File: src/rtl/fifo_pwm_pkg.sv
package fifo_pwm_pkg;
  localparam int unsigned BUS_DW = 32;
  localparam int unsigned ADDR_W = 5;

  localparam logic [ADDR_W-1:0] A_CTRL = 5'h00;
  localparam logic [ADDR_W-1:0] A_STAT = 5'h04;
  localparam logic [ADDR_W-1:0] A_SMP  = 5'h0C;
  localparam logic [ADDR_W-1:0] A_PER  = 5'h10;

  localparam int unsigned CB_EN   = 0;
  localparam int unsigned CB_RPT  = 1;
  localparam int unsigned RPT_W   = 2;
  localparam int unsigned CB_SWR  = 3;
  localparam int unsigned CB_PSC  = 4;
  localparam int unsigned CB_MODE = 18;
  localparam int unsigned SB_FLAG = 3;
  localparam int unsigned N_FLAGS = 4;

  typedef enum logic [1:0] {
    OM_DIRECT = 2'd0,
    OM_COMPL  = 2'd1,
    OM_DARK   = 2'd2,
    OM_DARK2  = 2'd3
  } out_mode_e;
endpackage

File: src/rtl/fifo_pwm_fifo.sv
module fifo_pwm_fifo #(
  parameter int unsigned DW    = 16,
  parameter int unsigned DEPTH = 4,
  localparam int unsigned PTR_W = (DEPTH > 1) ? $clog2(DEPTH) : 1,
  localparam int unsigned FCW   = $clog2(DEPTH + 1)
) (
  input  logic           clk,
  input  logic           rst_n,
  input  logic           clr,
  input  logic           push,
  input  logic           pop,
  input  logic [DW-1:0]  din,
  output logic [DW-1:0]  dout,
  output logic [FCW-1:0] count
);
  localparam logic [PTR_W-1:0] LAST = PTR_W'(DEPTH - 1);

  logic [DW-1:0]    mem [DEPTH];
  logic [PTR_W-1:0] wp_q, wp_d, rp_q, rp_d;
  logic [FCW-1:0]   cnt_q, cnt_d;
  logic             do_push, do_pop;

  assign do_push = push && !clr;
  assign do_pop  = pop && !clr && (cnt_q != '0);

  always_comb begin
    wp_d  = wp_q;
    rp_d  = rp_q;
    cnt_d = cnt_q;
    if (clr) begin
      wp_d  = '0;
      rp_d  = '0;
      cnt_d = '0;
    end else begin
      if (do_push) wp_d = (wp_q == LAST) ? '0 : wp_q + 1'b1;
      if (do_pop)  rp_d = (rp_q == LAST) ? '0 : rp_q + 1'b1;
      case ({do_push, do_pop})
        2'b10:   cnt_d = cnt_q + 1'b1;
        2'b01:   cnt_d = cnt_q - 1'b1;
        default: cnt_d = cnt_q;
      endcase
    end
  end

  always_ff @(posedge clk or negedge rst_n) begin
    if (!rst_n) begin
      wp_q  <= '0;
      rp_q  <= '0;
      cnt_q <= '0;
    end else begin
      wp_q  <= wp_d;
      rp_q  <= rp_d;
      cnt_q <= cnt_d;
    end
  end

  for (genvar g = 0; g < DEPTH; g++) begin : g_slot
    logic slot_we;
    assign slot_we = do_push && (wp_q == PTR_W'(g));
    always_ff @(posedge clk) begin
      if (slot_we) mem[g] <= din;
    end
  end

  assign dout  = mem[rp_q];
  assign count = cnt_q;
endmodule

File: src/rtl/fifo_pwm_core.sv
module fifo_pwm_core
  import fifo_pwm_pkg::*;
#(
  parameter int unsigned CW = 16,
  parameter int unsigned PW = 12,
  localparam int unsigned REP_W = (1 << RPT_W) - 1
) (
  input  logic             clk,
  input  logic             rst_n,
  input  logic             clr,
  input  logic             start,
  input  logic             en,
  input  logic [RPT_W-1:0] rpt,
  input  logic [PW-1:0]    psc,
  input  logic [CW-1:0]    per_eff,
  input  out_mode_e        mode,
  input  logic             fifo_nz,
  input  logic [CW-1:0]    fifo_dout,
  output logic             pop,
  output logic [CW-1:0]    active,
  output logic [CW-1:0]    cnt,
  output logic             roll,
  output logic             cmp_hit,
  output logic             pwm_out
);
  logic [PW-1:0]    div_q, div_d;
  logic [CW-1:0]    cnt_q, cnt_d;
  logic [CW-1:0]    act_q, act_d;
  logic [REP_W-1:0] rep_q, rep_d;
  logic [REP_W-1:0] rep_last;
  logic [CW-1:0]    per_end;
  logic             tick, level;

  assign rep_last = REP_W'((32'd1 << rpt) - 32'd1);
  assign per_end  = per_eff + 1'b1;
  assign tick     = en && (div_q == psc);
  assign roll     = tick && (cnt_q >= per_end);

  always_comb begin
    div_d = div_q;
    cnt_d = cnt_q;
    rep_d = rep_q;
    act_d = act_q;
    pop   = 1'b0;
    if (clr) begin
      div_d = '0;
      cnt_d = '0;
      rep_d = '0;
      act_d = '0;
    end else if (start) begin
      div_d = '0;
      cnt_d = '0;
      rep_d = '0;
      if (fifo_nz) begin
        pop   = 1'b1;
        act_d = fifo_dout;
      end
    end else if (!en) begin
      div_d = '0;
      cnt_d = '0;
      rep_d = '0;
    end else if (tick) begin
      div_d = '0;
      if (roll) begin
        cnt_d = '0;
        if (rep_q == rep_last) begin
          rep_d = '0;
          if (fifo_nz) begin
            pop   = 1'b1;
            act_d = fifo_dout;
          end
        end else begin
          rep_d = rep_q + 1'b1;
        end
      end else begin
        cnt_d = cnt_q + 1'b1;
      end
    end else begin
      div_d = div_q + 1'b1;
    end
  end

  always_ff @(posedge clk or negedge rst_n) begin
    if (!rst_n) begin
      div_q <= '0;
      cnt_q <= '0;
      rep_q <= '0;
      act_q <= '0;
    end else begin
      div_q <= div_d;
      cnt_q <= cnt_d;
      rep_q <= rep_d;
      act_q <= act_d;
    end
  end

  assign level   = (cnt_q < act_q);
  assign cmp_hit = en && (cnt_q == act_q);

  always_comb begin
    pwm_out = 1'b0;
    if (en) begin
      case (mode)
        OM_DIRECT: pwm_out = level;
        OM_COMPL:  pwm_out = !level;
        default:   pwm_out = 1'b0;
      endcase
    end
  end

  assign active = act_q;
  assign cnt    = cnt_q;
endmodule

File: src/rtl/fifo_pwm_regs.sv
module fifo_pwm_regs
  import fifo_pwm_pkg::*;
#(
  parameter int unsigned CW         = 16,
  parameter int unsigned PW         = 12,
  parameter int unsigned DEPTH      = 4,
  parameter int unsigned RST_CYCLES = 4,
  localparam int unsigned FCW = $clog2(DEPTH + 1),
  localparam int unsigned BW  = $clog2(RST_CYCLES + 1)
) (
  input  logic               clk,
  input  logic               rst_n,
  input  logic               bus_en,
  input  logic               bus_we,
  input  logic [ADDR_W-1:0]  bus_addr,
  input  logic [BUS_DW-1:0]  bus_wdata,
  output logic [BUS_DW-1:0]  bus_rdata,
  input  logic [FCW-1:0]     fifo_cnt,
  input  logic [CW-1:0]      active,
  input  logic               roll,
  input  logic               cmp_hit,
  output logic               en,
  output logic [RPT_W-1:0]   rpt,
  output logic [PW-1:0]      psc,
  output out_mode_e          mode,
  output logic [CW-1:0]      per_eff,
  output logic               start,
  output logic               clr,
  output logic               push,
  output logic [CW-1:0]      push_data,
  output logic [N_FLAGS-1:0] flags,
  output logic               busy
);
  localparam logic [CW-1:0]  PER_CAP  = {{(CW-1){1'b1}}, 1'b0};
  localparam logic [CW-1:0]  PER_ONES = '1;
  localparam logic [FCW-1:0] FULL     = FCW'(DEPTH);
  localparam logic [BW-1:0]  BUSY_LD  = BW'(RST_CYCLES);

  logic [BUS_DW-1:0]  ctrl_q, ctrl_d;
  logic [CW-1:0]      per_q, per_d;
  logic [N_FLAGS-1:0] flg_q, flg_d, flg_set, flg_w1c;
  logic [BW-1:0]      bsy_q, bsy_d;
  logic               wr, wr_ctrl, wr_stat, wr_smp, wr_per, swr_go, fwe_set;

  assign busy    = (bsy_q != '0);
  assign wr      = bus_en && bus_we && !busy;
  assign wr_ctrl = wr && (bus_addr == A_CTRL);
  assign wr_stat = wr && (bus_addr == A_STAT);
  assign wr_smp  = wr && (bus_addr == A_SMP);
  assign wr_per  = wr && (bus_addr == A_PER);
  assign swr_go  = wr_ctrl && bus_wdata[CB_SWR];
  assign start   = wr_ctrl && !swr_go && bus_wdata[CB_EN] && !ctrl_q[CB_EN];
  assign clr     = swr_go || busy;
  assign push    = wr_smp && (fifo_cnt < FULL);
  assign fwe_set = wr_smp && (fifo_cnt >= FULL);
  assign push_data = bus_wdata[CW-1:0];

  // flag order: [0] queue empty, [1] rollover, [2] compare, [3] dropped write
  assign flg_set = {fwe_set, cmp_hit, roll, (fifo_cnt == '0)};
  assign flg_w1c = wr_stat ? bus_wdata[SB_FLAG +: N_FLAGS] : '0;

  always_comb begin
    ctrl_d = ctrl_q;
    per_d  = per_q;
    flg_d  = (flg_q & ~flg_w1c) | flg_set;
    bsy_d  = busy ? bsy_q - 1'b1 : bsy_q;
    if (swr_go) begin
      ctrl_d = '0;
      per_d  = PER_CAP;
      flg_d  = '0;
      bsy_d  = BUSY_LD;
    end else begin
      if (wr_ctrl) begin
        ctrl_d         = bus_wdata;
        ctrl_d[CB_SWR] = 1'b0;
      end
      if (wr_per) per_d = bus_wdata[CW-1:0];
    end
  end

  always_ff @(posedge clk or negedge rst_n) begin
    if (!rst_n) begin
      ctrl_q <= '0;
      per_q  <= PER_CAP;
      flg_q  <= '0;
      bsy_q  <= '0;
    end else begin
      ctrl_q <= ctrl_d;
      per_q  <= per_d;
      flg_q  <= flg_d;
      bsy_q  <= bsy_d;
    end
  end

  assign en      = ctrl_q[CB_EN];
  assign rpt     = ctrl_q[CB_RPT +: RPT_W];
  assign psc     = ctrl_q[CB_PSC +: PW];
  assign mode    = out_mode_e'(ctrl_q[CB_MODE +: 2]);
  assign per_eff = (per_q == PER_ONES) ? PER_CAP : per_q;
  assign flags   = flg_q;

  always_comb begin
    bus_rdata = '0;
    case (bus_addr)
      A_CTRL: begin
        bus_rdata         = ctrl_q;
        bus_rdata[CB_SWR] = busy;
      end
      A_STAT: begin
        bus_rdata[2:0]                = 3'(fifo_cnt);
        bus_rdata[SB_FLAG +: N_FLAGS] = flg_q;
      end
      A_SMP:   bus_rdata[CW-1:0] = en ? active : '0;
      A_PER:   bus_rdata[CW-1:0] = per_q;
      default: bus_rdata = '0;
    endcase
  end
endmodule

File: src/rtl/fifo_pwm.sv
module fifo_pwm
  import fifo_pwm_pkg::*;
#(
  parameter int unsigned CW         = 16,
  parameter int unsigned PW         = 12,
  parameter int unsigned DEPTH      = 4,
  parameter int unsigned RST_CYCLES = 4,
  parameter int unsigned SYNC       = 2
) (
  input  logic              clk,
  input  logic              rst_n,
  input  logic              bus_en,
  input  logic              bus_we,
  input  logic [ADDR_W-1:0] bus_addr,
  input  logic [BUS_DW-1:0] bus_wdata,
  output logic [BUS_DW-1:0] bus_rdata,
  output logic              pwm_out
);
  localparam int unsigned FCW = $clog2(DEPTH + 1);

  logic [SYNC-1:0]    rs_q;
  logic               rst_s_n;
  logic               en_w, start_w, clr_w, push_w, pop_w, roll_w, cmp_w, busy_w;
  logic [RPT_W-1:0]   rpt_w;
  logic [PW-1:0]      psc_w;
  out_mode_e          omode_w;
  logic [CW-1:0]      per_eff_w, push_data_w, fifo_dout_w, active_w, cnt_w;
  logic [FCW-1:0]     fifo_cnt_w;
  logic [N_FLAGS-1:0] flags_w;

  always_ff @(posedge clk or negedge rst_n) begin
    if (!rst_n) rs_q <= '0;
    else        rs_q <= {rs_q[SYNC-2:0], 1'b1};
  end
  assign rst_s_n = rs_q[SYNC-1];

  fifo_pwm_regs #(.CW(CW), .PW(PW), .DEPTH(DEPTH), .RST_CYCLES(RST_CYCLES)) u_regs (
    .clk(clk), .rst_n(rst_s_n),
    .bus_en(bus_en), .bus_we(bus_we), .bus_addr(bus_addr),
    .bus_wdata(bus_wdata), .bus_rdata(bus_rdata),
    .fifo_cnt(fifo_cnt_w), .active(active_w), .roll(roll_w), .cmp_hit(cmp_w),
    .en(en_w), .rpt(rpt_w), .psc(psc_w), .mode(omode_w), .per_eff(per_eff_w),
    .start(start_w), .clr(clr_w), .push(push_w), .push_data(push_data_w),
    .flags(flags_w), .busy(busy_w)
  );

  fifo_pwm_fifo #(.DW(CW), .DEPTH(DEPTH)) u_fifo (
    .clk(clk), .rst_n(rst_s_n), .clr(clr_w),
    .push(push_w), .pop(pop_w), .din(push_data_w),
    .dout(fifo_dout_w), .count(fifo_cnt_w)
  );

  fifo_pwm_core #(.CW(CW), .PW(PW)) u_core (
    .clk(clk), .rst_n(rst_s_n), .clr(clr_w), .start(start_w), .en(en_w),
    .rpt(rpt_w), .psc(psc_w), .per_eff(per_eff_w), .mode(omode_w),
    .fifo_nz(fifo_cnt_w != '0), .fifo_dout(fifo_dout_w),
    .pop(pop_w), .active(active_w), .cnt(cnt_w), .roll(roll_w),
    .cmp_hit(cmp_w), .pwm_out(pwm_out)
  );
endmodule

File: config.mk
export PLATFORM = sky130hd
export DESIGN_NAME = fifo_pwm
export DESIGN_NICKNAME = d
export VERILOG_FILES = /design/src/rtl/fifo_pwm_pkg.sv /design/src/rtl/fifo_pwm_fifo.sv /design/src/rtl/fifo_pwm_core.sv /design/src/rtl/fifo_pwm_regs.sv /design/src/rtl/fifo_pwm.sv
export SDC_FILE = /design/constraint.sdc
export NUM_CORES = 1
export LEC_CHECK = 0
export BUFFER_PORTS_ARGS = -buffer_cell sky130_fd_sc_hd__buf_4
export CAP_MARGIN = 20
export CORE_UTILIZATION = 46
export DETAILED_ROUTE_END_ITERATION = 7
export HOLD_SLACK_MARGIN = 0.12
export MAX_ROUTING_LAYER = met4
export PLACE_DENSITY = 0.74
export RECOVER_POWER = 25
export SYNTH_ARGS = -nofsm -noshare
export SYNTH_HDL_FRONTEND = slang
export SYNTH_HIERARCHICAL = 1
export SYNTH_SLANG_ARGS = --single-unit
File: constraint.sdc
create_clock -name clk -period 9.95 [get_ports clk]
set_input_delay 0.4975 -clock clk [delete_from_list [all_inputs] [get_ports clk]]
set_output_delay 0.4975 -clock clk [all_outputs]
set_load 0.005 [all_outputs]
==> impl_metrics.ini, run 1 <==
[routing]
antenna_left = 0
vias = 6818
route.met2.wl_mm = 10.7
dr_wl_met3_mm = 1.57
drt_first_pass_iters = 5
drc = 0
wl_met1_mm = 10.1
wl_per_cell_um = 19.3
viasPerCell = 5.77
wirelength_mm = 22.8
topRoutingLayerUsed = met4
drtIter0Drc = 603

[worst_setup_path]
worstSetupPathType = flip-flop to flip-flop
end_kind = flip-flop
cp_max_fo = 17
arrival_ps = 6040
cp_data_required_time_ps = 10240
cp-start-kind = flip-flop
rr_worst_depth = 23

[sta]
layout_min_cycle_time_ps = 5740
relSlewSlack_pct = -47.6
setup_tns_ps = 0
clock_skew_ps = 5.68
hold_violations = 0
slew_viol_final = 95
timing.hold.ws_ps = 353
rsz0062_at_grt = false
tightest_slew_ps = 2210
fin_crit_sh_pct = 57.7
max_freq_mhz = 174
setup_viol = 0
worst_slack_ps = 4210

[clock_tree]
cts-resized-gates = 0
hold_buffers = 1
cts_setup_buffers = 0
path_clk_slew_ps = 60
clkLatencyLatePin_ps = 420
cts-root-buf = clkbuf_16
clock-sinks = 174
htree_levels = 4
cts_buffers = 17
clock_path_buffers = 2
tritoncts = yes

[synth]
synth_top_cells_by_count = dfrtp_1 (95), edfxtp_1 (64), nor2_1 (60)
synthesis.nets = 969
synth_edf_count = 64
synth_top_area_cell = dfrtp_1
netlist_area_um2 = 9860
ys_warn_count = 6
async_flop_share_pct = 63.2
synth_top_area_share_pct = 24.1
yosysSeqAreaShare_pct = 47.6
ys_seq_elements = 174
synth-main-ff-cell = dfrtp_1
ys_types = 72
syn_avg_cell_area_um2 = 11.1
ys_top_cells_by_area = dfrtp_1 (24%), edfxtp_1 (19%), ha_1 (5.3%), dfstp_2 (4.0%), mux2_2 (3.3%)
synth_most_common_cell = dfrtp_1
synth_cells = 885

[global_routing]
antenna_found_initial = 0
grt_overflow = 0
grt_pass1_wl_mm = 36.5
grt_pass1_vias = 6711
track_usage_pct = 22.4
grt_max_degree = 56

[die]
rows = 53
core_um2 = 21000
start_util_pct = 46.9
dieHeight_um = 148
die_x_um = 148
pin_count = 74
die-area_um2 = 22000

[status]
violations = max-capacitance violations, max-slew violations
status = finished with violations

[cells_and_area]
area_growth_pct = 9.96
nets = 977
n_fill_cell = 1805
final_util_pct = 51.6
diodes = 0
drive_gt1_share_pct = 17.7

[min_path]
holdCritPathClass = flip-flop to flip-flop
whs_path_depth = 0

[place]
dp_slack_ps = 4340
dp_hpwl_mm = 15.8
io_buffers = 73
gp_congestion = 0.952

[power]
pwr_density_cell_nw_per_um2 = 158
leakage_nw = 4.55
total_power_mw = 1.72
max-vdd-ir-drop_mv = 0.0941

[job]
drv_cap = 2
## worst paths after layout
check,from,to,slack (ps)
hold reg to reg,rs_q[0],rs_q[1],350
setup reg to reg,u_regs/per_q[2],u_fifo/count[1],4210
hold / removal,rs_q[0],rs_q[1],350
min in group asynchronous,rst_n,rs_q[0],380
setup / recovery,u_regs/per_q[2],u_fifo/count[1],4210
max in group asynchronous,rs_q[1],u_regs/ctrl_q[11],7330
## cell usage in the layout (no fill, tap or decap), drive strengths merged, types with 3 or more instances in the layout
cell    synthesis  layout
and3           34      34
a211oi          4       4
mux2           31      31
ha             42      42
or3             6       6
inv            32      33
nor3            8       8
a31oi          15      15
or3b            3       3
a221o          16      16
clkbuf         37      41
a32o            3       3
nor4           21      21
a311oi          3       3
or4             3       3
nand2          22      22
edfxtp         64      64
nor2           61      61
xor2           30      30
nor3b           3       3
buf            58      66
dfstp          15      15
nor2b          34      34
dfrtp          95      95
nand2b         44      44
a21oi          26      26
mux4           16      16
and4            4       4
o21ai          28      28
and2            5       5
clkinv          0       3
nand4          14      14
mux2i          26      26
xnor2          26      26
nand3          28      28
## layout make-up
type | count | area, um2 | share of cell area, %
multi-input combinational | 584 | 4510 | 41.6
sequential | 174 | 4690 | 43.3
clock buffer | 24 | 500 | 4.62
inverter | 32 | 120 | 1.11
tap | 275 | 344 | 3.17
timing repair buffer | 84 | 569 | 5.25
clock inverter | 8 | 104 | 0.958
## critical path, stage by stage, from the launching register on
cell and delay [ps]:
dfstp_2 610, nand4_1 130, o41a_1 490, ha_1 260, nand3_1 160, nor2_1 100, nand3_1 100, xor2_1 70
ha_1 270, nand2_1 70, nor4_1 380, o311ai_1 190, a311oi_2 270, buf_4 230, a31oi_2 100, buf_4 230
nor2_1 520, o31ai_1 210, nor3_1 220, fa_1 460, o21bai_1 160, o21ai_0 100, a2bb2oi_1 200, nor2_1 60
## cell families (layout without fill, tap and decap cells)
kind of cell | after synthesis | count (layout) | share of synthesized area [%]
fa+ha+maj | 43 | 43 | 5.53
xor+xnor | 56 | 56 | 4.98
flops | 174 | 174 | 47.6
other cells | 1 | 1 | 0.0380
buf+inv | 127 | 148 | 6.84
compound gates | 117 | 117 | 8.14
mux | 73 | 73 | 10.1
simple gates | 294 | 294 | 16.8
## per-layer routing
metal / vias up / track usage, %
li1: 3177 / -
met1: 3356 / 29.3
met2: 250 / 34.5
met3: 35 / 5.61
met4: 0 / 6.75
met5: - / -
## metrics by stage
step | area, um2 | std cells
after floorplan | 9860 | 885
after global placement | 10300 | 1147
after detailed placement | 10300 | 1147
after CTS | 10900 | 1180
after global routing | 10800 | 1181
final | 10800 | 1181
## flip-flops by register name, summed over array words and instances (netlist names)
name	flops
rs_q	2
u_core/rep_q	3
u_fifo/mem	64
u_regs/flags	4
u_core/cnt	16
u_fifo/count	3
u_regs/ctrl_q	31
u_core/div_q	12
u_regs/per_q	16
u_fifo/rp_q	2
u_fifo/wp_q	2
u_core/active	16
u_regs/bsy_q	3
## report_power, final
part | switching, mW | leakage [nW] | internal, mW | total, mW
clock network | 0.275 | 0.293 | 0.405 | 0.680
logic | 0.123 | 2.23 | 0.0884 | 0.212
registers | 0.0414 | 2.03 | 0.785 | 0.826
Note: power is estimated with default switching activity, not from simulation.
==> inputs of run 2 (changes only) <==
Clock period 9.95 ns to 5.9 ns, I/O delays scaled along.
==> impl_metrics.ini, run 2 (same netlist as run 1, synthesis figures left out) <==
[status]
status = finished with violations
violations = max-capacitance violations, max-slew violations

[worst_setup_path]
cp_top_family = compound AO/OA/AOI/OAI gates
arrival_ps = 5430
end_kind = flip-flop
cp_slowest_cell = dfstp_2
critPathMaxStageDelay_ps = 610
cp-start-kind = flip-flop
worstPathCellList = nand4_1 > o41a_1 > ha_1 > nand3_1 > nor2_1 > nand3_1 > xor2_1 > ha_1 > nand2_1 > nor4_1 > o311ai_1 > a311oi_2 > a31oi_2 > nor2_1 > buf_4 > o31ai_1 > nor3_1 > fa_1 > o21bai_1 > o21ai_0 > a2bb2oi_1 > nor2_1
worstSetupPathType = flip-flop to flip-flop
timing.critical_path.buf_inv = 1
cp_max_fo = 9
cp_data_required_time_ps = 6200
cp_common_cell = nor2_1

[global_routing]
grt_pass1_vias = 6609
grt_pass1_wl_mm = 36.6
grt_overflow = 0
antenna_found_initial = 0
track_usage_pct = 22.7
grt_max_degree = 56

[die]
die-area_um2 = 22000
dieHeight_um = 148
core_um2 = 21000
rows = 53
start_util_pct = 46.9
pin_count = 74
die_x_um = 148

[clock_tree]
cts-root-buf = clkbuf_16
cts-resized-gates = 0
tritoncts = yes
clock-sinks = 174
cts_buffers = 17
htree_levels = 4
path_clk_slew_ps = 70
cts_setup_buffers = 0
clkLatencyLatePin_ps = 440
clock_path_buffers = 2

[sta]
tightest_slew_ps = 2220
hold_violations = 0
max_freq_mhz = 195
layout_min_cycle_time_ps = 5130
rsz0062_at_grt = false
timing.hold.ws_ps = 157
relSlewSlack_pct = -48.1
setup_viol = 0
setup_tns_ps = 0
clock_skew_ps = 15.4
slew_viol_final = 95
fin_crit_sh_pct = 86.9

[cells_and_area]
nets = 995
layout_common_cells = dfrtp_1 (95), buf_4 (68), edfxtp_1 (64), nor2_1 (60), nand2b_1 (43)
drive_gt1_share_pct = 17.4
area_growth_pct = 11.3
final_util_pct = 52.2
largest_reg_flops = 64
regMostFlops = u_fifo/mem
n_fill_cell = 1825
final_common_cell = dfrtp_1
reg.largest.list = u_fifo/mem: 64 flops, u_regs/ctrl_q: 31 flops
diodes = 0

[routing]
drt_first_pass_iters = 5
route.met2.wl_mm = 10.5
antenna_left = 0
viasPerCell = 5.78
drtIter0Drc = 634
wl_met1_mm = 10.0
dr_wl_met3_mm = 1.67
topRoutingLayerUsed = met4
drc = 0
wirelength_mm = 22.7
wl_per_cell_um = 19.0
vias = 6927

[power]
leakage_nw = 4.61
max-vdd-ir-drop_mv = 0.172
total_power_mw = 2.84
pwr_density_cell_nw_per_um2 = 258

[job]
drv_cap = 2

[min_path]
holdCritPathClass = primary input to asynchronous set/reset pin

[place]
io_buffers = 73
gp_congestion = 0.925
dp_hpwl_mm = 15.7
## run 2: cell types whose count changed in the layout (fill, tap and decap cells not counted)
| cell | previous run | this run |
|---|---|---|
| inv_6 | 0 | 2 |
| clkbuf_8 | 2 | 0 |
| bufinv_16 | 2 | 1 |
| clkbuf_4 | 2 | 0 |
| clkbuf_1 | 19 | 22 |
| buf_8 | 0 | 2 |
| buf_4 | 66 | 68 |
| dlygate4sd3_1 | 1 | 15 |
| clkinv_2 | 1 | 3 |
| inv_4 | 1 | 0 |
| clkinv_4 | 2 | 1 |
## run 2: where the power goes
part / internal, mW / switching, mW / leakage [nW] / total, mW
sequential: 1.32 / 0.0699 / 2.03 / 1.39
combinational: 0.156 / 0.204 / 2.31 / 0.361
clock: 0.607 / 0.475 / 0.267 / 1.08
total: 2.09 / 0.749 / 4.61 / 2.84
## run 2: timing repair
| item | 4_1_cts | 5_1_grt |
|---|---|---|
| hold buffers | 15 | 0 |
| hold endpoints to repair | 58 | 0 |
| endpoints found under the setup margin | 0 | 0 |
## run 2: worst reg2reg max path: stages, from the launching register on
cell	delay (ps)
dfstp_2	610
nand4_1	140
o41a_1	500
ha_1	270
nand3_1	160
nor2_1	100
nand3_1	110
xor2_1	90
ha_1	270
nand2_1	60
nor4_1	340
o311ai_1	170
a311oi_2	380
a31oi_2	180
nor2_1	120
buf_4	180
o31ai_1	110
nor3_1	210
fa_1	470
o21bai_1	160
o21ai_0	80
a2bb2oi_1	220
nor2_1	60
## run 2: through the flow
stage,setup slack [ps],cells,instance area [um2]
2_1_floorplan,1190,885,9860
3_3_place_gp,1010,1149,10300
3_5_place_dp,890,1149,10300
4_1_cts,870,1196,11000
5_1_grt,478,1199,11000
6_report,770,1199,11000
## run 2: area by class of cell
class	count	area, um2	area share [%]
Sequential cell	174	4690	42.8
Multi-Input combinational cell	584	4510	41.1
Timing Repair Buffer	102	754	6.87
Clock buffer	23	469	4.27
Tap cell	275	344	3.13
Inverter	32	120	1.09
Clock inverter	9	86.3	0.787
## run 2: worst paths after layout
kind                            depth (start not counted)           endpoint  slack [ps]       startpoint
min in group clk                                        3  u_regs/ctrl_q[31]         190    bus_wdata[31]
max in group asynchronous                               1   u_regs/ctrl_q[7]        3270          rs_q[1]
worst max-delay path                                   22    u_fifo/count[1]         770  u_regs/per_q[2]
worst min-delay path                                    2            rs_q[0]         160            rst_n
worst max register to register                         22    u_fifo/count[1]         770  u_regs/per_q[2]
worst min register to register                          0            rs_q[1]         350          rs_q[0]
## run 2: routing by layer
layer / vias up / global-route usage [%]
li1: 3220 / -
met1: 3388 / 30.5
met2: 277 / 33.5
met3: 42 / 5.43
met4: 0 / 8.25
met5: - / -
==> inputs of run 3 (changes only) <==
Settings changed: CTS_BUF_LIST set to sky130_fd_sc_hd__clkbuf_8.
==> impl_metrics.ini, run 3 (same netlist as run 1, synthesis figures left out) <==
[cells_and_area]
diodes = 0
area_growth_pct = 9.55
final_common_cell = dfrtp_1
regMostFlops = u_fifo/mem
drive_gt1_share_pct = 17.4
final_cells = 1200
nets = 996
reg.largest.list = u_fifo/mem: 64 flops, u_regs/ctrl_q: 31 flops
layout_common_cells = dfrtp_1 (95), buf_4 (68), edfxtp_1 (64), nor2_1 (60), nand2b_1 (43)
largest_reg_flops = 64

[status]
violations = max-capacitance violations, max-slew violations
status = finished with violations

[die]
die-area_um2 = 22000
core_um2 = 21000
pin_count = 74
die_x_um = 148
dieHeight_um = 148
start_util_pct = 46.9
rows = 53

[sta]
layout_min_cycle_time_ps = 5100
fin_crit_sh_pct = 86.4
max_freq_mhz = 196
tightest_slew_ps = 2230
setup_viol = 0
setup_tns_ps = 0
slew_viol_final = 95
worst_slack_ps = 801
clock_skew_ps = 17.7
rsz0062_at_grt = false
hold_violations = 0
relSlewSlack_pct = -48.9

[power]
leakage_nw = 4.54
power.internal_mw = 1.85
clkPwrFrac_pct = 31.4
p_switching_mw = 0.705
switching_share_pct = 27.6
pwr-share-comb_pct = 14.1
max-vdd-ir-drop_mv = 0.139
pwr_density_cell_nw_per_um2 = 236
p_seq_share_pct = 54.5

[routing]
drt_first_pass_iters = 5
wl_per_cell_um = 18.9
viasPerCell = 5.73
drc = 0
wirelength_mm = 22.7
antenna_left = 0
drtIter0Drc = 579
vias = 6872

[global_routing]
grt_pass1_wl_mm = 36.5
grt_pass1_vias = 6607
grt_max_degree = 56
grt_overflow = 0
antenna_found_initial = 0
track_usage_pct = 22.5

[clock_tree]
clkLatencyLatePin_ps = 470
htree_levels = 4
clock_path_buffers = 2
clock-sinks = 174
path_clk_slew_ps = 90
cts_buffers = 17
tritoncts = yes
cts-root-buf = clkbuf_8
cts-resized-gates = 0

[place]
dp_slack_ps = 890
io_buffers = 73
dp.cells = 1149
gp_congestion = 0.925
dp_hpwl_mm = 15.7

[worst_setup_path]
cp_top_family = compound AO/OA/AOI/OAI gates
cp_slowest_cell = dfstp_2
critPathMaxStageDelay_ps = 620
worstSetupPathType = flip-flop to flip-flop
cp_max_fo = 9
cp_data_required_time_ps = 6230
cp_common_cell = nor2_1
arrival_ps = 5430
end_kind = flip-flop
cp-start-kind = flip-flop
timing.critical_path.buf_inv = 1
worstPathCellList = nand4_1 > o41a_1 > ha_1 > nand3_1 > nor2_1 > nand3_1 > xor2_1 > ha_1 > nand2_1 > nor4_1 > o311ai_1 > a311oi_2 > a31oi_2 > nor2_1 > buf_4 > o31ai_1 > nor3_1 > fa_1 > o21bai_1 > o21ai_0 > a2bb2oi_1 > nor2_1

[job]
drv_cap = 2

[min_path]
holdCritPathClass = primary input to flip-flop
## run 3: path summary, 6_finish.rpt
check / from / to / slack, ps / cells after the start
worst min register to register: rs_q[0] / rs_q[1] / 360 / 0
min in group asynchronous: rst_n / rs_q[1] / 690 / 3
max in group asynchronous: rs_q[1] / u_regs/ctrl_q[7] / 3260 / 1
worst max-delay path: u_regs/per_q[2] / u_fifo/count[1] / 800 / 22
worst min-delay path: bus_wdata[31] / u_regs/ctrl_q[31] / 160 / 3
worst max register to register: u_regs/per_q[2] / u_fifo/count[1] / 800 / 22
## run 3: through the flow
step                instance area [um2]  util [%]  hold slack, ps  power (mW)
floorplan                          9860         -          -0.591        1.68
global placement                  10300      49.0            77.5        1.76
detailed placement                10300      49.0            79.5        1.77
CTS                               10800      51.6             142        2.57
global route                      10800      51.4             158        2.67
finish                            10800      51.4             159        2.55
## run 3: metal layers
layer  wire [um]  share of wire [%]  GRT usage (%)
met1       10400                 46           30.4
met4         513                2.3           8.25
met5           0                  0              -
met2       10400                 46           33.5
met3        1320                5.8           4.57
## run 3: timing repair
item,CTS,global route
hold buffers,17,0
setup buffers,0,0
hold endpoints to repair,65,0
## run 3: power by group through the flow
| stage | Combinational [mW] | Sequential [mW] | Clock, mW |
|---|---|---|---|
| 2_1_floorplan | 0.301 | 1.38 | 0 |
| 3_3_place_gp | 0.350 | 1.41 | 0 |
| 3_5_place_dp | 0.352 | 1.42 | 0 |
| 4_1_cts | 0.364 | 1.39 | 0.821 |
| 5_1_grt | 0.401 | 1.40 | 0.867 |
| 6_report | 0.359 | 1.39 | 0.801 |
## run 3: tightest hold or removal path, stage by stage
cell and delay (ps):
buf_4 70, nor2b_1 100, mux2_1 120
## run 3: area by class of cell
type                    count  area (um2)
well taps                 275         344
flip-flops and latches    174        4690
fillers                  1854       10200
clock buffers              17         234
multi-input cells         584        4510
repair buffers            103         763
inverters                  32         120
clock inverters            15         135
